$ cat src/rtl/argsort_pkg.sv
package argsort_pkg;
   localparam int unsigned DEF_LANES = 8;
   localparam int unsigned DEF_WIDTH = 16;

   // Index width for a lane count, never below one bit.
   function automatic int unsigned index_bits(input int unsigned n);
      return (n < 2) ? 1 : $clog2(n);
   endfunction
endpackage

$ cat src/rtl/argsort_rank.sv
module argsort_rank #(
   parameter int unsigned LANES = argsort_pkg::DEF_LANES,
   parameter int unsigned WIDTH = argsort_pkg::DEF_WIDTH,
   parameter int unsigned IW    = argsort_pkg::index_bits(LANES)
) (
   input  logic                  clk,
   input  logic                  rst,
   input  logic                  in_valid,
   input  logic [LANES*WIDTH-1:0] in_vec,
   output logic                  rk_valid,
   output logic [LANES*IW-1:0]   rk_flat
);
   logic [WIDTH-1:0] lane   [LANES];
   logic [IW-1:0]    rank_c [LANES];
   logic [IW-1:0]    rank_q [LANES];

   for (genvar g = 0; g < LANES; g++) begin : g_unpack
      assign lane[g]                = in_vec[g*WIDTH +: WIDTH];
      assign rk_flat[g*IW +: IW]    = rank_q[g];
   end

   // Position of lane j = smaller values anywhere + equal values at lower lanes.
   always_comb begin
      for (int j = 0; j < LANES; j++) begin
         rank_c[j] = '0;
         for (int k = 0; k < LANES; k++) begin
            if (k != j && ((lane[k] < lane[j]) || (k < j && lane[k] == lane[j])))
               rank_c[j] = rank_c[j] + IW'(1);
         end
      end
   end

   always_ff @(posedge clk) begin
      if (rst) begin
         rk_valid <= 1'b0;
         for (int j = 0; j < LANES; j++) rank_q[j] <= '0;
      end else begin
         rk_valid <= in_valid;
         if (in_valid) begin
            for (int j = 0; j < LANES; j++) rank_q[j] <= rank_c[j];
         end
      end
   end

   // Pairwise order of the registered positions against the sampled values.
   for (genvar j = 0; j < LANES; j++) begin : g_pj
      for (genvar k = j + 1; k < LANES; k++) begin : g_pk
         assert_tie_keeps_lane_order_R6: assert property (@(posedge clk) disable iff (rst)
            (in_valid && lane[j] == lane[k]) |=> (rank_q[j] < rank_q[k]));
         assert_unequal_follow_value_R5: assert property (@(posedge clk) disable iff (rst)
            (in_valid && lane[j] != lane[k]) |=>
               ((rank_q[j] < rank_q[k]) == $past(lane[j] < lane[k])));
      end
   end
endmodule

$ cat src/rtl/argsort_scatter.sv
module argsort_scatter #(
   parameter int unsigned LANES = argsort_pkg::DEF_LANES,
   parameter int unsigned WIDTH = argsort_pkg::DEF_WIDTH,
   parameter int unsigned IW    = argsort_pkg::index_bits(LANES)
) (
   input  logic                   clk,
   input  logic                   rst,
   input  logic                   rk_valid,
   input  logic [LANES*IW-1:0]    rk_flat,
   output logic                   out_valid,
   output logic [LANES*WIDTH-1:0] out_perm
);
   logic [IW-1:0]    rank   [LANES];
   logic [LANES-1:0] hit    [LANES];
   logic [IW-1:0]    pick   [LANES];
   logic [LANES*WIDTH-1:0] perm_c;

   for (genvar g = 0; g < LANES; g++) begin : g_unpack
      assign rank[g] = rk_flat[g*IW +: IW];
   end

   // Output lane i takes the index of whichever input lane was ranked i.
   always_comb begin
      for (int i = 0; i < LANES; i++) begin
         pick[i] = '0;
         for (int j = 0; j < LANES; j++) begin
            hit[i][j] = (rank[j] == IW'(i));
            if (hit[i][j]) pick[i] = pick[i] | IW'(j);
         end
      end
   end

   for (genvar i = 0; i < LANES; i++) begin : g_zext
      if (WIDTH > IW) begin : g_pad
         assign perm_c[i*WIDTH +: WIDTH] = {{(WIDTH-IW){1'b0}}, pick[i]};
      end else begin : g_exact
         assign perm_c[i*WIDTH +: WIDTH] = pick[i];
      end
   end

   always_ff @(posedge clk) begin
      if (rst) begin
         out_valid <= 1'b0;
         out_perm  <= '0;
      end else begin
         out_valid <= rk_valid;
         if (rk_valid) out_perm <= perm_c;
      end
   end

   for (genvar i = 0; i < LANES; i++) begin : g_chk
      assert_single_source_R4: assert property (@(posedge clk) disable iff (rst)
         rk_valid |-> ($countones(hit[i]) == 1));
   end

   assert_result_held_R9: assert property (@(posedge clk) disable iff (rst)
      !rk_valid |=> $stable(out_perm));
endmodule

$ cat src/rtl/stable_argsort.sv
module stable_argsort #(
   parameter int unsigned LANES = argsort_pkg::DEF_LANES,
   parameter int unsigned WIDTH = argsort_pkg::DEF_WIDTH
) (
   input  logic                   clk,
   input  logic                   rst,
   input  logic                   in_valid,
   input  logic [LANES*WIDTH-1:0] in_vec,
   output logic                   out_valid,
   output logic [LANES*WIDTH-1:0] out_perm
);
   localparam int unsigned IW = argsort_pkg::index_bits(LANES);

   if (LANES < 2) begin : g_bad_lanes
      $error("stable_argsort: LANES must be at least 2");
   end
   if (WIDTH < IW) begin : g_bad_width
      $error("stable_argsort: WIDTH too narrow to hold a lane index");
   end

   logic                rk_valid;
   logic [LANES*IW-1:0] rk_flat;

   argsort_rank #(.LANES(LANES), .WIDTH(WIDTH), .IW(IW)) i_rank (
      .clk(clk), .rst(rst), .in_valid(in_valid), .in_vec(in_vec),
      .rk_valid(rk_valid), .rk_flat(rk_flat)
   );

   argsort_scatter #(.LANES(LANES), .WIDTH(WIDTH), .IW(IW)) i_scatter (
      .clk(clk), .rst(rst), .rk_valid(rk_valid), .rk_flat(rk_flat),
      .out_valid(out_valid), .out_perm(out_perm)
   );

   // Cycles since reset, saturating, so the latency check never reaches into reset.
   logic [1:0] age;
   always_ff @(posedge clk) begin
      if (rst)              age <= 2'd0;
      else if (age != 2'd2) age <= age + 2'd1;
   end

   assert_two_cycle_latency_R2: assert property (@(posedge clk) disable iff (rst)
      (age == 2'd2) |-> (out_valid == $past(in_valid, 2)));
endmodule

$ cat config.mk
export PLATFORM = sky130hd
export DESIGN_NAME = stable_argsort
export DESIGN_NICKNAME = d
export VERILOG_FILES = /design/src/rtl/argsort_pkg.sv /design/src/rtl/argsort_rank.sv /design/src/rtl/argsort_scatter.sv /design/src/rtl/stable_argsort.sv
export SDC_FILE = /design/constraint.sdc
export NUM_CORES = 1
export LEC_CHECK = 0
export BUFFER_PORTS_ARGS = -buffer_cell sky130_fd_sc_hd__buf_2
export CORE_UTILIZATION = 54
export DETAILED_ROUTE_END_ITERATION = 16
export GPL_TIMING_DRIVEN = 1
export PLACE_DENSITY_LB_ADDON = 0.08
export SYNTH_ARGS = -nofsm -noshare
export SYNTH_HDL_FRONTEND = slang
export SYNTH_HIERARCHICAL = 1
export SYNTH_SLANG_ARGS = --single-unit
$ cat constraint.sdc
create_clock -name clk -period 6.2 [get_ports clk]
set_input_delay 0.31 -clock clk [delete_from_list [all_inputs] [get_ports clk]]
set_output_delay 0.31 -clock clk [all_outputs]
set_load 0.01 [all_outputs]
==> impl_metrics.csv, run 1 <==
group,metric,value,unit
layout,area_growth,9.38,%
hold_path,holdCritPathClass,"reg -> reg",
sta,relSlewSlack,0.131,
layout,antenna_cells,0,
route,first_pass_iters,6,
cts,cts-buffers-inserted,5,
logic_synthesis,syn_area,16200,µm²
layout,regArea,1150,µm²
sta,worstMarginPinSlew,1.29,ns
global_routing,gr-total-overflow,0,
cts,cts_setup_buffers,0,
logic_synthesis,synth_cells,1972,
layout,drive_gt1_frac,0.127,
sta,skew,0.00538,ns
floorplan,die_y,175,µm
cts,insertion_delay,0.31,ns
cts,ctsHoldBuffers,0,
cts,htree_num_levels,2,
sta,slew_viol_final,0,
sta,max_freq,0.170,GHz
route,drtIter0Drc,1665,
layout,fin_cells,2578,
cts,clockBufferDepth,2,
sta,worst_slack,0.334,ns
cts,cts_resized,0,
power_and_ir_drop,power_leakage,8.93,nW
place,post-place-cells,2569,
sta,min_period,5.87,ns
route,viasPerCell,6.52,
layout,fill_cells,2730,
place,dpl_cell_area,17500,µm²
route,drcViolationCount,0,
job,drv_cap,0,
setup_path,start_kind,"input port",
route,vias,16800,
setup_path,critPathArrivalTime,5.92,ns
place,dp_hpwl,54900,µm
setup_path,critPathRequiredTime,6.26,ns
sta,hold_viol_final,0,
sta,final.setup.tns,0,ns
cts,root_buffer,"clkbuf_16",
route,antenna_left,0,
route,drt-total-wl,64100,µm
global_routing,grt_usage,0.413,
floorplan,pin_count,260,
layout,num-nets-final,2814,
cts,path_clk_slew,0.07,ns
sta,post-route-period-util,0.946,
cts,cts_tree,"done",
floorplan,core,29600,µm²
cts,clock-sinks,47,
floorplan,die_w,175,µm
layout,multiInputGateArea,13900,µm²
floorplan,rows,63,
floorplan,initial_core_util,0.548,
place,gp_congestion,1.01,
setup_path,crit_type,"in -> reg",
logic_synthesis,synth.avg_cell_area,8.21,µm²
place,portBuffers,155,
global_routing,grt_pass1_vias,15500,
logic_synthesis,ys_warn_count,6,
global_routing,grt_max_degree,37,
sta,setup_viol,0,
status,status,"complete, no violations",
layout,fin_area,17700,µm²
route,wl_per_cell,24.9,µm
setup_path,cp_max_fo,5,
floorplan,die_area,30700,µm²
power_and_ir_drop,power.density,170,nW/µm²
sta,grt_setup_unrepaired,"false",
global_routing,grt_pass1_wl,94100,µm
power_and_ir_drop,peakVddDrop,0.128,mV
setup_path,end_kind,"flip-flop",
place,place_ws,0.0963,ns
global_routing,antenna_found_initial,0,
[cell usage in the layout, fill, tap and decap left out, drive strengths merged, types with 7 or more instances in the layout]
master / n
a21o: 42
and3: 8
a211o: 7
a31oi: 28
mux2i: 11
nor4: 23
nor3b: 9
ha: 496
o311ai: 8
a211oi: 37
and4: 9
a311oi: 25
or2: 14
nand3: 40
nor3: 25
buf: 234
conb: 104
o31ai: 16
inv: 161
or3: 12
nand4: 102
a2111oi: 8
or4: 10
o21ai: 80
dfxtp: 26
a21oi: 150
o21a: 39
nand3b: 9
nand2: 113
edfxtp: 21
o2111ai: 7
nor2: 108
xnor2: 31
xnor3: 15
o211ai: 22
nor2b: 26
[per-stage QoR]
| stage | hold slack, ns | util | power, W |
|---|---|---|---|
| finish | 0.488 | 0.599 | 0.00302 |
| CTS | 0.489 | 0.599 | 0.00297 |
| global placement | 0.475 | 0.593 | 0.00259 |
| global route | 0.500 | 0.599 | 0.00326 |
| detailed placement | 0.480 | 0.593 | 0.00262 |
| floorplan | 0.503 | - | 0.00202 |
[area by class of cell]
type                       count  area share
multi-input combinational   1736       0.786
inverter                     163      0.0345
clock buffer                   5     0.00706
tap                          390      0.0276
timing repair buffer         234      0.0773
clock inverter                 3     0.00240
sequential                    47      0.0650
[routing by layer]
| layer | up-vias | track usage | routed length, µm |
|---|---|---|---|
| met5 | - | 0 | 0 |
| met4 | 0 | 0.187 | 3400 |
| met3 | 160 | 0.0677 | 6100 |
| met2 | 838 | 0.638 | 27200 |
| met1 | 8011 | 0.561 | 27500 |
| li1 | 7805 | - | - |
[where the power goes]
part	switching (W)	internal [W]	total, W	leakage (nW)
registers	0.000110	0.000403	0.000512	0.440
logic	0.00124	0.000949	0.00218	8.40
clock network	0.000132	0.000191	0.000323	0.0818
total	0.00148	0.00154	0.00302	8.93
[worst max-delay path: stages]
cell and delay [ns]:
buf_2 0.15, inv_1 0.10, ha_1 0.30, a21o_1 0.16
a21o_1 0.17, a21oi_1 0.14, nor2b_1 0.07, o21ai_0 0.24
nand2_1 0.08, a211o_1 0.35, o221ai_1 0.30, ha_1 0.35
nand3_1 0.10, o21ai_1 0.08, or4_4 0.54, inv_1 0.07
ha_1 0.22, nor3_1 0.19, a31oi_1 0.10, ha_1 0.34
mux2_2 0.29, ha_1 0.30, nand2b_1 0.16, and2_1 0.20
ha_1 0.27, and3_1 0.14, a41o_1 0.20
[state kept, by name, indices dropped and copies added (netlist names)]
register,cells
i_rank/rk_valid,1
i_scatter/out_valid,1
i_scatter/out_perm,24
i_rank/rank_q,21
[worst paths after layout]
kind	start	endpoint	slack (ns)	cells after the start
setup / recovery	in_vec[41]	i_rank/rank_q[0][4]$_SDFFCE_PN0P_	0.33	27
hold / removal	i_scatter/out_perm[66]$_SDFFE_PP0P_	i_scatter/out_perm[66]$_SDFFE_PP0P_	0.49	2
setup reg to reg	i_rank/rk_valid$_SDFF_PP0_	i_scatter/out_perm[80]$_SDFFE_PP0P_	4.56	4
hold reg to reg	i_scatter/out_perm[66]$_SDFFE_PP0P_	i_scatter/out_perm[66]$_SDFFE_PP0P_	0.49	2
(Power assumes the default switching activity.)
==> run 2: changes to the inputs <==
==> constraint.sdc (replaced) <==
create_clock -name clk -period 6.2 [get_ports clk]
set_input_delay 1.24 -clock clk [delete_from_list [all_inputs] [get_ports clk]]
set_output_delay 1.24 -clock clk [all_outputs]
set_load 0.01 [all_outputs]
==> impl_metrics.csv, run 2 (synthesis results as in run 1) <==
group,metric,value,unit
power_and_ir_drop,peakVddDrop,0.127,mV
setup_path,crit_type,"in -> reg",
route,drtIter0Drc,1784,
status,violations,"setup timing",
power_and_ir_drop,power_leakage,10.4,nW
sta,min_period,6.22,ns
route,wl_per_cell,23.3,µm
cts,root_buffer,"clkbuf_16",
layout,num-nets-final,3108,
sta,grt_setup_unrepaired,"true",
cts,cts-buffers-inserted,5,
setup_path,critPathRequiredTime,6.30,ns
setup_path,end_kind,"flip-flop",
sta,worstMarginPinSlew,1.15,ns
global_routing,grt_pass1_wl,98600,µm
layout,fill_cells,2466,
floorplan,die_y,175,µm
route,vias,18200,
layout,final_common_cell,"ha_1",
setup_path,critPathArrivalTime,6.32,ns
place,dpl_cell_area,19600,µm²
power_and_ir_drop,p_total,0.00351,W
sta,relSlewSlack,0.225,
job,drv_cap,0,
cts,clock-sinks,47,
floorplan,die_area,30700,µm²
floorplan,initial_core_util,0.548,
place,gp_congestion,1.07,
setup_path,r2r_cells,3,
setup_path,path_common_cell,"ha_4",
route,drcViolationCount,0,
global_routing,antenna_found_initial,0,
power_and_ir_drop,power.density,169,nW/µm²
sta,hold_viol_final,0,
cts,clockBufferDepth,2,
layout,regMostFlops,"i_scatter/out_perm",
cts,path_clk_slew,0.06,ns
global_routing,grt_max_degree,37,
layout,antenna_cells,0,
sta,max_freq,0.161,GHz
setup_path,cp_slowest_cell,"a221o_1",
place,portBuffers,155,
setup_path,max_stage_delay,0.32,ns
floorplan,rows,63,
global_routing,grt_pass1_vias,17400,
sta,skew,0.00679,ns
sta,slew_viol_final,0,
route,drt-total-wl,66900,µm
setup_path,path_buf_inv,4,
layout,drive_gt1_frac,0.272,
route,first_pass_iters,6,
floorplan,pin_count,260,
setup_path,cp_max_fo,3,
layout,final_cell_mix,"461 x ha_1, 363 x buf_4, 144 x a21oi_1, 143 x buf_2, 141 x inv_1",
hold_path,holdCritPathClass,"reg -> reg",
cts,insertion_delay,0.29,ns
floorplan,die_w,175,µm
layout,reg.largest.list,"i_scatter/out_perm (24), i_rank/rank_q (21)",
setup_path,cpLargestDelayFamily,"compound AO/OA/AOI/OAI gates",
setup_path,start_kind,"input port",
hold_path,holdPathStages,2,
layout,area_growth,28.3,%
global_routing,grt_usage,0.423,
status,status,"finished with violations",
global_routing,gr-total-overflow,0,
cts,htree_num_levels,2,
layout,largest_reg_flops,24,
cts,cts_tree,"done",
floorplan,core,29600,µm²
sta,post-route-period-util,1.00,
route,antenna_left,0,
place,dp_hpwl,57500,µm
sta,worst_slack,-0.0207,ns
setup_path,crit_cells,26,
route,viasPerCell,6.35,
sta,setup_viol,1,
layout,fin_area,20800,µm²
run 2: cell count changes in the layout (fill, tap and decap cells not counted), moves of 12 or more:
cell and change:
ha_1 -35, inv_1 -17, buf_2 -12, ha_4 +32, buf_6 +15, buf_4 +284
run 2: final cells by class:
cell class / instances / area, µm² / area share
Clock inverter: 2 / 12.5 / 0.000602
Tap cell: 390 / 488 / 0.0235
Clock buffer: 6 / 129 / 0.00620
Multi-Input combinational cell: 1736 / 14600 / 0.705
Inverter: 163 / 632 / 0.0304
Sequential cell: 47 / 1150 / 0.0554
Timing Repair Buffer: 528 / 3720 / 0.179
run 2: repair_timing:
item | CTS | global route
pin swaps | 34 | 68
gates resized for setup | 41 | 117
gates cloned | 0 | 0
hold buffers | 0 | 0
endpoints found under the setup margin | 4 | 8
buffers inserted | 12 | 23
run 2: final timing paths:
kind | from | to | slack [ns]
worst max-delay path | in_vec[69] | i_rank/rank_q[1][2]$_SDFFCE_PN0P_ | -0.02
worst min-delay path | i_scatter/out_perm[32]$_SDFFE_PP0P_ | i_scatter/out_perm[32]$_SDFFE_PP0P_ | 0.48
worst max register to register | i_rank/rk_valid$_SDFF_PP0_ | i_scatter/out_perm[49]$_SDFFE_PP0P_ | 3.97
worst min register to register | i_scatter/out_perm[32]$_SDFFE_PP0P_ | i_scatter/out_perm[32]$_SDFFE_PP0P_ | 0.48
run 2: worst register-to-register path, stage by stage (launching register included):
cell and delay (ns):
dfxtp_1 1.00, clkinv_1 0.55, a31oi_1 0.40, a311oi_1 0.14
run 2: per-stage QoR:
step,hold slack (ns),util,TNS [ns],worst slack [ns],instances
after floorplan,0.503,-,-0.00684,-0.00684,2075
after global placement,0.472,0.662,-2.68,-1.02,2831
after detailed placement,0.477,0.662,-3.74,-1.17,2831
after CTS,0.485,0.678,0,0.0120,2851
after global routing,0.507,0.703,-0.422,-0.200,2872
final,0.482,0.703,-0.0207,-0.0207,2872
run 2: per-layer routing:
metal	GRT usage	part of all wire
met1	0.552	0.41
met2	0.693	0.44
met3	0.0453	0.087
met4	0.206	0.061
met5	0	0
run 2: where the power goes:
| group | switching, W | internal [W] | leakage (nW) |
|---|---|---|---|
| registers | 0.000112 | 0.000403 | 0.440 |
| clock network | 0.000114 | 0.000149 | 0.0685 |
| logic | 0.00140 | 0.00133 | 9.92 |
| total | 0.00163 | 0.00188 | 10.4 |
